$ cat src/rtl/srs_pkg.sv
package srs_pkg;
  localparam int unsigned REG_AW = 8;
  localparam int unsigned REG_DW = 8;

  typedef enum logic [2:0] {
    I_IDLE, I_DEV, I_REG, I_WDATA, I_RDATA, I_SKIP
  } i2c_st_e;

  typedef struct packed {
    logic              wr;
    logic              rd;
    logic [REG_AW-1:0] addr;
    logic [REG_DW-1:0] wdata;
  } regbus_t;

  // Pointer step: plain wrap, or keep the top bit set and wrap the rest.
  function automatic logic [REG_AW-1:0] ptr_step(input logic [REG_AW-1:0] p,
                                                 input logic keep_msb);
    ptr_step = keep_msb ? {1'b1, p[REG_AW-2:0] + {{(REG_AW-2){1'b0}}, 1'b1}}
                        : p + {{(REG_AW-1){1'b0}}, 1'b1};
  endfunction
endpackage

$ cat src/rtl/srs_sync.sv
module srs_sync #(
  parameter int unsigned W      = 5,
  parameter int unsigned STAGES = 2
) (
  input  logic         clk,
  input  logic         rst_n,
  input  logic [W-1:0] d,
  output logic [W-1:0] q
);
  logic [W-1:0] chain [STAGES];

  for (genvar s = 0; s < STAGES; s++) begin : g_stage
    always_ff @(posedge clk or negedge rst_n) begin
      if (!rst_n) chain[s] <= '1;
      else if (s == 0) chain[s] <= d;
      else chain[s] <= chain[(s == 0) ? 0 : s-1];
    end
  end

  assign q = chain[STAGES-1];
endmodule

$ cat src/rtl/srs_i2c_eng.sv
module srs_i2c_eng import srs_pkg::*; #(
  parameter logic [6:0] DEV_ADDR = 7'h76
) (
  input  logic              clk,
  input  logic              rst_n,
  input  logic              en,
  input  logic              scl,
  input  logic              sda,
  input  logic [REG_DW-1:0] rdata,
  output regbus_t           bus,
  output logic              sda_oe,
  output logic              start_evt,
  output logic              stop_evt,
  output logic              skipping
);
  logic scl_q, sda_q;
  i2c_st_e st;
  logic [3:0] cnt;
  logic ack_ph, mack, wr_p, rd_p;
  logic [REG_DW-1:0] rx, tx, wdat;
  logic [REG_AW-1:0] ptr;

  wire scl_rise = scl & ~scl_q;
  wire scl_fall = ~scl & scl_q;
  assign start_evt = en & scl & scl_q & sda_q & ~sda;
  assign stop_evt  = en & scl & scl_q & ~sda_q & sda;
  assign skipping  = (st == I_SKIP);
  wire active = (st != I_IDLE) && (st != I_SKIP);

  always_ff @(posedge clk or negedge rst_n) begin
    if (!rst_n) begin
      scl_q <= 1'b1; sda_q <= 1'b1;
      st <= I_IDLE; cnt <= '0; ack_ph <= 1'b0; mack <= 1'b1;
      wr_p <= 1'b0; rd_p <= 1'b0; rx <= '0; tx <= '0; wdat <= '0;
      ptr <= '0; sda_oe <= 1'b0;
    end else begin
      scl_q <= scl; sda_q <= sda;
      wr_p <= 1'b0; rd_p <= 1'b0;
      if (wr_p) ptr <= ptr_step(ptr, 1'b0);
      if (rd_p) begin tx <= rdata; sda_oe <= ~rdata[REG_DW-1]; end
      if (!en || stop_evt) begin
        st <= I_IDLE; cnt <= '0; ack_ph <= 1'b0; sda_oe <= 1'b0;
      end else if (start_evt) begin
        st <= I_DEV; cnt <= '0; ack_ph <= 1'b0; sda_oe <= 1'b0;
      end else if (active) begin
        if (scl_rise) begin
          if (ack_ph) mack <= sda;
          else begin rx <= {rx[REG_DW-2:0], sda}; cnt <= cnt + 4'd1; end
        end else if (scl_fall) begin
          if (ack_ph) begin
            // end of the acknowledge bit
            ack_ph <= 1'b0; cnt <= '0; sda_oe <= 1'b0;
            if (st == I_DEV) begin
              st   <= rx[0] ? I_RDATA : I_REG;
              rd_p <= rx[0];
            end else if (st == I_RDATA) begin
              if (!mack) begin ptr <= ptr_step(ptr, 1'b0); rd_p <= 1'b1; end
              else st <= I_SKIP;
            end
          end else if (cnt == 4'd8) begin
            // eight bits received or sent: enter the acknowledge bit
            unique case (st)
              I_DEV: begin
                if (rx[7:1] == DEV_ADDR) begin ack_ph <= 1'b1; sda_oe <= 1'b1; end
                else begin st <= I_SKIP; cnt <= '0; end
              end
              I_REG:   begin ptr <= rx; st <= I_WDATA; ack_ph <= 1'b1; sda_oe <= 1'b1; end
              I_WDATA: begin wdat <= rx; wr_p <= 1'b1; ack_ph <= 1'b1; sda_oe <= 1'b1; end
              default: begin ack_ph <= 1'b1; sda_oe <= 1'b0; end
            endcase
          end else if (st == I_RDATA && cnt != 4'd0) begin
            sda_oe <= ~tx[3'd7 - cnt[2:0]];
          end
        end
      end
    end
  end

  assign bus = '{wr: wr_p, rd: rd_p, addr: ptr, wdata: wdat};
endmodule

$ cat src/rtl/srs_spi_eng.sv
module srs_spi_eng import srs_pkg::*; (
  input  logic              clk,
  input  logic              rst_n,
  input  logic              en,
  input  logic              cs_n,
  input  logic              sclk,
  input  logic              mosi,
  input  logic [REG_DW-1:0] rdata,
  output regbus_t           bus,
  output logic              miso,
  output logic              miso_oe
);
  logic sclk_q, in_data, is_rd, wr_p, rd_p;
  logic [2:0] cnt;
  logic [REG_DW-1:0] rx, tx, wdat;
  logic [REG_AW-1:0] ptr;

  wire sclk_rise = sclk & ~sclk_q;
  wire sclk_fall = ~sclk & sclk_q;
  wire [REG_DW-1:0] byte_now = {rx[REG_DW-2:0], mosi};

  always_ff @(posedge clk or negedge rst_n) begin
    if (!rst_n) begin
      sclk_q <= 1'b0; in_data <= 1'b0; is_rd <= 1'b0; wr_p <= 1'b0; rd_p <= 1'b0;
      cnt <= '0; rx <= '0; tx <= '0; wdat <= '0; ptr <= '0;
      miso <= 1'b0; miso_oe <= 1'b0;
    end else begin
      sclk_q <= sclk;
      wr_p <= 1'b0; rd_p <= 1'b0;
      if (wr_p) ptr <= ptr_step(ptr, 1'b1);
      if (rd_p) tx <= rdata;
      if (!en || cs_n) begin
        cnt <= '0; in_data <= 1'b0; is_rd <= 1'b0; miso_oe <= 1'b0;
      end else if (sclk_rise) begin
        rx  <= byte_now;
        cnt <= cnt + 3'd1;
        if (cnt == 3'd7) begin
          if (!in_data) begin
            in_data <= 1'b1;
            is_rd   <= byte_now[7];
            ptr     <= {1'b1, byte_now[6:0]};
            rd_p    <= byte_now[7];
          end else if (is_rd) begin
            ptr <= ptr_step(ptr, 1'b1); rd_p <= 1'b1;
          end else begin
            wdat <= byte_now; wr_p <= 1'b1;
          end
        end
      end else if (sclk_fall && in_data && is_rd) begin
        miso    <= tx[3'd7 - cnt];
        miso_oe <= 1'b1;
      end
    end
  end

  assign bus = '{wr: wr_p, rd: rd_p, addr: ptr, wdata: wdat};
endmodule

$ cat src/rtl/srs_serial_slave.sv
module srs_serial_slave import srs_pkg::*; #(
  parameter logic [6:0]  DEV_ADDR    = 7'h76,
  parameter int unsigned SYNC_STAGES = 2
) (
  input  logic              clk,
  input  logic              rst_n,
  input  logic              if_sel,
  input  logic              scl_i,
  input  logic              sda_i,
  output logic              sda_oe,
  input  logic              cs_n_i,
  input  logic              sclk_i,
  input  logic              mosi_i,
  output logic              miso_o,
  output logic              miso_oe,
  output logic              reg_wr,
  output logic              reg_rd,
  output logic [REG_AW-1:0] reg_addr,
  output logic [REG_DW-1:0] reg_wdata,
  input  logic [REG_DW-1:0] reg_rdata
);
  localparam int unsigned NSYNC = 5;

  logic [NSYNC-1:0] raw_in, syn;
  logic scl_s, sda_s, cs_s, sclk_s, mosi_s;
  logic i2c_start, i2c_stop, i2c_skip;
  regbus_t ib, sb, sel;

  assign raw_in = {scl_i, sda_i, cs_n_i, sclk_i, mosi_i};
  assign {scl_s, sda_s, cs_s, sclk_s, mosi_s} = syn;

  srs_sync #(.W(NSYNC), .STAGES(SYNC_STAGES)) u_sync (
    .clk(clk), .rst_n(rst_n), .d(raw_in), .q(syn));

  srs_i2c_eng #(.DEV_ADDR(DEV_ADDR)) u_i2c (
    .clk(clk), .rst_n(rst_n), .en(if_sel), .scl(scl_s), .sda(sda_s),
    .rdata(reg_rdata), .bus(ib), .sda_oe(sda_oe),
    .start_evt(i2c_start), .stop_evt(i2c_stop), .skipping(i2c_skip));

  srs_spi_eng u_spi (
    .clk(clk), .rst_n(rst_n), .en(~if_sel), .cs_n(cs_s), .sclk(sclk_s),
    .mosi(mosi_s), .rdata(reg_rdata), .bus(sb), .miso(miso_o), .miso_oe(miso_oe));

  assign sel       = if_sel ? ib : sb;
  assign reg_wr    = sel.wr;
  assign reg_rd    = sel.rd;
  assign reg_addr  = sel.addr;
  assign reg_wdata = sel.wdata;
endmodule

$ cat config.mk
export PLATFORM = sky130hd
export DESIGN_NAME = srs_serial_slave
export DESIGN_NICKNAME = d
export VERILOG_FILES = /design/src/rtl/srs_pkg.sv /design/src/rtl/srs_sync.sv /design/src/rtl/srs_i2c_eng.sv /design/src/rtl/srs_spi_eng.sv /design/src/rtl/srs_serial_slave.sv
export SDC_FILE = /design/constraint.sdc
export NUM_CORES = 1
export LEC_CHECK = 0
export BUFFER_PORTS_ARGS = -buffer_cell sky130_fd_sc_hd__buf_2
export CAP_MARGIN = 10
export CORE_MARGIN = 2
export CORE_UTILIZATION = 54
export CTS_CLUSTER_SIZE = 12
export DETAILED_ROUTE_END_ITERATION = 16
export PLACE_DENSITY_LB_ADDON = 0.25
export SLEW_MARGIN = 15
export SYNTH_ARGS = -nofsm -noshare
export SYNTH_HDL_FRONTEND = slang
export SYNTH_SLANG_ARGS = --single-unit
export TNS_END_PERCENT = 50
$ cat constraint.sdc
create_clock -name clk -period 1.9 [get_ports clk]
set_input_delay 0.285 -clock clk [delete_from_list [all_inputs] [get_ports clk]]
set_output_delay 0.285 -clock clk [all_outputs]
set_load 0.005 [all_outputs]
== Yosys cells after proc, flatten, opt, wreduce, memory -nomap -nowiden ==
Index checks and enable logic that the tools add are counted.

* Bits of input ports: 16
* Logic and storage cells: 213
* Output and inout port bits: 21
* Register bits: 97

* Order comparisons: 2
* Equality and inequality tests: 16
* Add/subtract/negate cells: 6
* Muxes and demuxes: 105
* Reductions and logical operators: 32
* Bitwise logic cells: 25

{| class="wikitable"
|+ Operators with widths
! operator !! count
|-
| 8-bit two-way mux || 18
|-
| 1-bit two-way mux || 58
|-
| 3-bit two-way mux || 14
|-
| 4-bit two-way mux || 10
|-
| 18-bit two-way mux || 1
|-
| 8-bit AND reduction || 2
|-
| 1-bit NOT || 15
|-
| 5-bit AND reduction || 3
|-
| 5-bit nonzero test || 3
|-
| 4-bit nonzero test || 3
|-
| 1-bit AND || 10
|-
| 5-bit != test, second input constant || 2
|-
| 3-bit AND reduction || 3
|-
| 3-bit nonzero test || 3
|-
| 8-bit by 1-bit adder with 8-bit output, second input constant || 1
|-
| 3-bit by 4-bit < comparator with 1-bit output, second input constant || 2
|-
| 7-bit by 1-bit adder with 7-bit output, second input constant || 1
|-
| 7-bit == test, second input constant || 1
|-
| 1-bit binary-select mux with 3-bit select || 2
|-
| 3-bit by 2-bit == test with 1-bit output, second input constant || 2
|-
| 3-bit == test, second input constant || 2
|-
| 3-bit != test, second input constant || 2
|-
| 3-bit case mux with 2 select lines || 1
|-
| 2-bit AND reduction || 3
|-
| other kinds (16) || 24
|}

== Depth between registers and ports, before layout ==
Gate-level depths: netlist (run 1).

* Depth in word-level cells: 12
* Mapped depth: 7
* Mapped depth without buffers: 7

== Hierarchy ==
A second synthesis (run 1) with hierarchy kept.

* Cell total of the unflattened synthesis: 449
* Area total of the unflattened synthesis: 5272.6 sq um

{| class="wikitable"
|+ By module, submodules not included
! module !! seq. area each (sq um) !! area each (sq um) !! instances !! cells each
|-
| srs_i2c_eng || 1154.9 || 2651.3 || 1 || 243
|-
| srs_spi_eng || 1026.0 || 2049.5 || 1 || 170
|-
| srs_sync || 262.8 || 300.3 || 1 || 15
|-
| srs_serial_slave || 0.0 || 271.5 || 1 || 21
|}

== Least setup slack after synthesis (run 1) ==
OpenSTA, ideal clock, no wires.

* Kind: reg-to-reg
* Start: reg u_i2c.cnt[0]
* End: reg u_i2c.wdat[0]
* Period minus slack after synthesis: 2.025 ns
* Data required time: 1.775 ns
* Stages on the path, launching flop included: 7
* Slack: -0.125 ns
* Library setup time: 0.125 ns
* Buffers on the path: 0
* Arrival time: 1.900 ns
* Path through: dfrtp_1 -> inv_1 -> ha_1 -> nand3b_4 -> or3_4 -> nor4_4 -> mux2_2

* Longest elaborated chain between the ends: 2

{| class="wikitable"
|+ RTL lines
! item !! RTL line !! RTL
|-
| from (decl) || srs_i2c_eng.sv:18 || <nowiki>logic [3:0] cnt;</nowiki>
|-
| from (signal assigned) || srs_i2c_eng.sv:48 || <nowiki>else begin rx <= {rx[REG_DW-2:0], sda}; cnt <= cnt + 4'd1; end</nowiki>
|-
| 4-bit == test || srs_i2c_eng.sv:60 || <nowiki>end else if (cnt == 4'd8) begin</nowiki>
|-
| 8-bit AND reduction (no line) || n/a ||
|-
| to (signal assigned) || srs_i2c_eng.sv:34 || <nowiki>wr_p <= 1'b0; rd_p <= 1'b0; rx <= '0; tx <= '0; wdat <= '0;</nowiki>
|-
| to (signal assigned) || srs_i2c_eng.sv:68 || <nowiki>I_WDATA: begin wdat <= rx; wr_p <= 1'b1; ack_ph <= 1'b1; sda_oe <= 1'b1; end</nowiki>
|-
| to (decl) || srs_i2c_eng.sv:20 || <nowiki>logic [REG_DW-1:0] rx, tx, wdat;</nowiki>
|}

No other way between the ends.
A chain may end at the register's enable or synchronous reset.

== Worst setup path in the final report (run 1) ==
* Start: reg u_i2c.cnt[0]
* End: reg u_i2c.wdat[4]

Same word-level chain as after synthesis.

==> results by group, run 1 <==
Finish
  – Layout Nets: 541
  – Final Instance Area: 0.005904 mm2
  – Area added between synthesis and finish: 18.90%
  – Non-Filler Instances: 632
  – Antenna diode count: 0
  – Share of layout cells above drive strength 1: 0.3893
  – Fillers: 640

Place
  – DP Cell Count: 608
  – Area after DPL: 0.005622 mm2
  – GPL Wtd Cong: 0.8823
  – Detailed Place HPWL: 8.382 mm
  – Setup WS pre-CTS: -0.01110 ns
  – PortBufs: 36

Power
  – Sw Share: 0.2725
  – Gate power share: 0.136
  – Tot Pwr: 4.075 mW
  – Net Sw Power: 1.110 mW
  – Worst IR Drop VDD: 0.4421 mV
  – Clock power frac: 0.307
  – Sequential power share: 0.557
  – Leakage: 2.621 nW
  – Internal: 2.964 mW
  – Power Dens Cells: 690.1 mW/mm2

Global route
  – First-pass GRT wire length: 19.10 mm
  – Overall global routing resource usage: 0.2459
  – Residual overflow from global routing: 0
  – Antenna violations before repair: 0
  – Largest net degree at the start of global routing: 41
  – Vias in the first global route: 3740

STA
  – Setup ws final: -0.07922 ns
  – Final Hold Viols: 0
  – Slew HR: 0.6580
  – RSZ-0062 raised after global routing: yes
  – Worst Hold Slack: 0.01312 ns
  – Fin Clk Skew: 0.01333 ns
  – Fin crit share: 1.042
  – Setup violations, final: 8
  – Worst Tran Pin Value: 0.5130 ns
  – Max Clk Rate: 505.2 MHz
  – Pins Over Slew Limit: 0
  – Tmin final: 1.979 ns

Floorplanning
  – Core area: 0.008806 mm2
  – Die ar.: 0.009979 mm2
  – Row cnt: 34
  – Die X: 99.90 um
  – IO Pins: 37
  – Starting Density: 0.5639
  – Die Y: 99.90 um

Routing
  – M1 WL: 5.247 mm
  – WL final: 11.66 mm
  – Antenna Violating Nets Remaining: 0
  – Starting DRT DRC Count: 198
  – # DRC: 0
  – Vias/cell: 6.062
  – Pre-Repair DR Iteration Count: 5
  – Top routing layer in use: met4
  – DR WL met3: 470 um
  – DR vias: 3831
  – Routed len/inst: 18.44 um
  – Met2 wire length: 5.751 mm

Synthesis
  – Post-synthesis mux area share: 0.1796
  – Post-Synthesis Cells: 434
  – Sequential area share after synthesis: 0.4921
  – Asr flop ratio synth: 1.000
  – Syn Std Cell Area: 0.004966 mm2
  – Flops & latches, synth: 97
  – XOR/XNOR share of the synthesized area: 0.04762
  – Largest family of logic cells by synthesized area: multiplexers
  – Ys flop type: dfrtp_1
  – EDFF count, synth: 0
  – Top-count cell post-synth: dfrtp_1
  – Post-Synth Adder-Cell Area: 0.01512
  – Synth cell count leaders: 84 x dfrtp_1, 65 x mux2_2, 29 x nor2_1
  – Share of the synthesized area in the top cell type: 0.4233
  – Yosys Warn Count: 0
  – Syn_nets: 456
  – Synth Area in Simple Gates: 0.1282
  – Top area cells in the synthesized netlist: dfrtp_1 42%, mux2_2 15%, dfstp_2 6.9%, xnor2_1 2.6%, nor2_1 2.2%
  – Cell accounting for the most synthesized area: dfrtp_1
  – Post-synthesis compound-gate area fraction: 0.1088
  – Synth cell types: 66
  – Mean Syn Cell Area: 11.44 um2

Critical path
  – Worst r2r path cells: 7
  – Required @ worst endpoint: 2.15 ns
  – Maximum fanout along the worst path: 4
  – Crit path capture type: flip-flop
  – CP startpoint kind: flip-flop
  – R2r startpoint: u_i2c.cnt[0]
  – R2R setup slack: -0.08 ns
  – WS Path Type: flip-flop to flip-flop
  – CP Data Arrival Time: 2.23 ns
  – Worst r2r dst: u_i2c.wdat[4]

Clocking
  – Clk_lat worst skew: 0.36 ns
  – Total CTS buffers: 9
  – CTS tree: yes
  – CTS Sinks: 97
  – H-tree depth: 3
  – Clock buffer depth: 2
  – Root Buffer: clkbuf_8
  – Clock Pin Slew Worst Setup and Hold Paths: 0.09 ns

Min path
  – Hold EP: u_sync.chain[9]
  – Hold path depth: 1
  – Hold_sp: scl_i
  – Hold crit path type: input pin to flip-flop

Flow run
  – Max_cap viols: 0

Outcome
  – Violated checks: setup timing
  – Status: finished, violations left
==> flip-flops by register name, summed over array words and instances (netlist names), 3 cells and up <==
register,count
u_spi.cnt,3
u_spi.tx,8
u_spi.ptr,8
u_i2c.cnt,4
u_i2c.rx,8
u_i2c.wdat,8
u_i2c.tx,8
u_spi.wdat,8
u_i2c.ptr,8
u_sync.q,5
u_i2c.st,3
u_spi.rx,7
u_sync.chain,5
==> worst max-delay path by stage <==
stage | startpoint | endpoint | slack (ns) | cells past startpoint
floorplan | u_i2c.cnt[0] | u_i2c.wdat[0] | -0.06 | 6
global placement | u_i2c.st[2] | u_i2c.ack_ph | 0.02 | 6
detailed placement | u_i2c.cnt[0] | u_i2c.wdat[4] | -0.01 | 7
CTS | u_i2c.cnt[0] | u_i2c.wdat[6] | -0.002 | 7
global route | u_i2c.cnt[0] | u_i2c.wdat[4] | -0.07 | 7
finish | u_i2c.cnt[0] | u_i2c.wdat[4] | -0.08 | 7
==> metal layers <==
layer / GRT usage / up-vias
met1: 0.3402 / 1958
met3: 0.03343 / 15
met5: 0 / -
met4: 0.08851 / 0
met2: 0.4023 / 96
li1: - / 1762
==> metrics by stage <==
stage          utilization   TNS (ns)
5_1_grt             0.6705    -0.4332
3_5_place_dp        0.6384   -0.05646
3_3_place_gp        0.6384          0
6_report            0.6705    -0.3956
2_1_floorplan            -    -0.4658
4_1_cts             0.6624  -0.001624
==> critical path, stage by stage (launching register included) <==
cell and delay [ns]:
dfrtp_2 0.43, inv_2 0.07, ha_4 0.16, nand3b_4 0.09, or3_4 0.35, nor4_4 0.24, buf_4 0.21, mux2_2 0.33
==> cell type report <==
class                      instances  area, um2  share of cell area
tap                              108      135.1             0.02289
sequential                        97       2446              0.4143
multi-input combinational        305       2429              0.4113
timing repair buffer              95      679.4              0.1151
inverter                          11      41.29            0.006993
clock inverter                     4      28.78            0.004874
clock buffer                      12      145.1             0.02458
==> cells in the final DEF (no fill, tap or decap), types with 8 or more instances in the layout <==
| cell | synthesis | final |
|---|---|---|
| nor2_1 | 29 | 29 |
| dfstp_2 | 13 | 13 |
| nand3_1 | 9 | 9 |
| buf_2 | 2 | 35 |
| clkbuf_8 | 0 | 10 |
| buf_4 | 3 | 51 |
| xnor2_1 | 15 | 15 |
| a22oi_1 | 11 | 11 |
| mux2_2 | 65 | 59 |
| xor2_1 | 12 | 12 |
| a21oi_1 | 16 | 16 |
| nand4_1 | 8 | 8 |
| nand2_1 | 27 | 27 |
| inv_1 | 11 | 9 |
| dfrtp_1 | 84 | 82 |
| o21ai_0 | 11 | 11 |
==> what timing repair did <==
action                                 in CTS  in global routing
setup buffers                               0                  2
endpoints found under the hold margin      28                  2
setup endpoints to repair                   8                 21
gates resized for setup                     2                 10
cloned                                      0                  1
hold buffers                                3                  2
==> power groups by stage <==
stage	registers, mW	clock network [mW]	logic, mW
floorplan	2.29	0	0.256
global placement	2.30	0	0.529
detailed placement	2.30	0	0.536
CTS	2.26	1.27	0.547
global route	2.28	1.34	0.609
finish	2.27	1.25	0.555
==> kinds of logic after synthesis <==
kind of cell | count (synthesis)
AND/OR/NAND/NOR | 117
flip-flops | 97
AO/OA/AOI/OAI | 79
multiplexers | 76
buffers and inverters | 32
XOR/XNOR | 27
adder cells (fa/ha/maj) | 6
No activity file was read; power rests on OpenSTA's default activity.
==> run 2: changes to the inputs <==
--- a/config.mk
+++ b/config.mk
@@ -5,7 +5,7 @@
 export SDC_FILE = /design/constraint.sdc
 export NUM_CORES = 1
 export LEC_CHECK = 0
-export BUFFER_PORTS_ARGS = -buffer_cell sky130_fd_sc_hd__buf_2
+export BUFFER_PORTS_ARGS = -buffer_cell sky130_fd_sc_hd__buf_4
 export CAP_MARGIN = 10
 export CORE_MARGIN = 2
 export CORE_UTILIZATION = 54
==> run 2 against run 1 <==
Compared with the run above: the flow still finishes with violations (setup timing); via count down 2.8%; setup slack better by 0.058 ns; combinational power down 3.6%; critical path type unchanged.
==> results by group, run 2 (same netlist as run 1, synthesis figures left out) <==
Outcome
  – Status: finished, violations left
  – Violated checks: setup timing

Floorplanning
  – IO Pins: 37
  – Die ar.: 0.009979 mm2
  – Die X: 99.90 um
  – Starting Density: 0.5639
  – Die Y: 99.90 um
  – Core area: 0.008806 mm2
  – Row cnt: 34

Routing
  – Starting DRT DRC Count: 169
  – Pre-Repair DR Iteration Count: 5
  – DR vias: 3724
  – # DRC: 0
  – Routed len/inst: 17.87 um
  – Vias/cell: 5.978
  – WL final: 11.13 mm
  – Antenna Violating Nets Remaining: 0

Critical path
  – Required @ worst endpoint: 2.15 ns
  – CP startpoint kind: flip-flop
  – Maximum fanout along the worst path: 9
  – WS Path Type: flip-flop to flip-flop
  – Crit path capture type: flip-flop
  – CP Data Arrival Time: 2.17 ns

Power
  – Worst IR Drop VDD: 0.7056 mV
  – Internal: 2.951 mW
  – Tot Pwr: 4.112 mW
  – Leakage: 2.611 nW
  – Sequential power share: 0.556
  – Gate power share: 0.130
  – Clock power frac: 0.314
  – Sw Share: 0.2823
  – Power Dens Cells: 690.8 mW/mm2
  – Net Sw Power: 1.161 mW

STA
  – Setup ws final: -0.02144 ns
  – Final Hold Viols: 0
  – Worst Tran Pin Value: 0.5127 ns
  – Pins Over Slew Limit: 0
  – RSZ-0062 raised after global routing: yes
  – Slew HR: 0.6550
  – Max Clk Rate: 520.4 MHz
  – Tmin final: 1.921 ns
  – Setup violations, final: 6
  – Fin crit share: 1.011
  – Worst Hold Slack: 0.03293 ns
  – Setup TNS: -0.06631 ns
  – Fin Clk Skew: 0.01097 ns

Clocking
  – CTS tree: yes
  – Root Buffer: clkbuf_8
  – H-tree depth: 3
  – Total CTS buffers: 9
  – Clock Pin Slew Worst Setup and Hold Paths: 0.11 ns
  – Clock buffer depth: 2
  – Clk_lat worst skew: 0.36 ns
  – CTS Sinks: 97

Finish
  – Non-Filler Instances: 623
  – Area added between synthesis and finish: 19.85%
  – Commonest non-fill, non-tap cell in the layout: dfrtp_1
  – Leading cell types in the layout, fill and taps excluded: 82 x dfrtp_1, 78 x buf_4, 62 x mux2_2
  – Share of layout cells above drive strength 1: 0.3922
  – Layout Nets: 532
  – Antenna diode count: 0

Min path
  – Hold crit path type: input pin to flip-flop

Place
  – DP Cell Count: 602
  – Detailed Place HPWL: 8.267 mm
  – PortBufs: 36
  – GPL Wtd Cong: 0.9064

Global route
  – Overall global routing resource usage: 0.2388
  – Residual overflow from global routing: 0
  – Vias in the first global route: 3779
  – Antenna violations before repair: 0
  – Largest net degree at the start of global routing: 37
  – First-pass GRT wire length: 18.87 mm

Flow run
  – Max_cap viols: 0
## run 2: stage by stage
step	utilization	cell area (um2)	worst slack [ns]
after floorplan	-	4984	-0.06170
after global placement	0.6432	5664	0.02453
after detailed placement	0.6432	5664	-0.01284
after CTS	0.6677	5879	-0.003164
after global routing	0.6759	5952	-0.06801
final	0.6759	5952	-0.02144
## run 2: metal layers
layer	wire length (um)	part of all wire	track usage	vias to the layer above
met4	138	0.012	0.07271	0
li1	-	-	-	1738
met2	5472	0.49	0.3773	101
met3	441	0.040	0.04248	14
met5	0	0	0	-
met1	5080	0.46	0.3408	1871
## run 2: area by class of cell
class	count	area, um2
clock buffers	9	123.9
clock inverters	7	66.31
fillers	649	2854
inverters	11	41.29
multi-input cells	305	2442
flip-flops and latches	97	2446
well taps	108	135.1
repair buffers	86	696.9
## run 2: power groups by stage
stage               Clock, mW  Combinational, mW  Sequential (mW)
finish                   1.29              0.535             2.28
global route             1.41              0.587             2.30
CTS                      1.31              0.521             2.28
detailed placement          0              0.513             2.32
global placement            0              0.503             2.31
floorplan                   0              0.256             2.29
## run 2: final timing paths
| path | start | depth (start not counted) | to | slack (ns) |
|---|---|---|---|---|
| worst max-delay path | u_i2c.cnt[0] | 7 | u_i2c.wdat[4] | -0.02 |
| worst min-delay path | cs_n_i | 1 | u_sync.chain[7] | 0.03 |
| worst max register to register | u_i2c.cnt[0] | 7 | u_i2c.wdat[4] | -0.02 |
| worst min register to register | u_sync.chain[7] | 0 | u_sync.q[2] | 0.35 |
| max in group asynchronous | rst_n | 3 | u_sync.chain[6] | 0.85 |
| min in group asynchronous | rst_n | 2 | u_i2c.cnt[1] | 0.43 |
## run 2: repair_timing
action	in CTS	in global routing
hold buffers	1	3
setup buffers	1	0
pin swaps	0	1
endpoints found under the setup margin	9	18
endpoints found under the hold margin	25	3
resized for setup	3	9
## run 2: worst max-delay path, cell delays in order, from the launching register on
cell and delay (ns):
dfrtp_2 0.42, inv_2 0.07, ha_4 0.16, nand3b_4 0.09, or3_4 0.35, nor4_4 0.19, buf_6 0.19, mux2_2 0.34
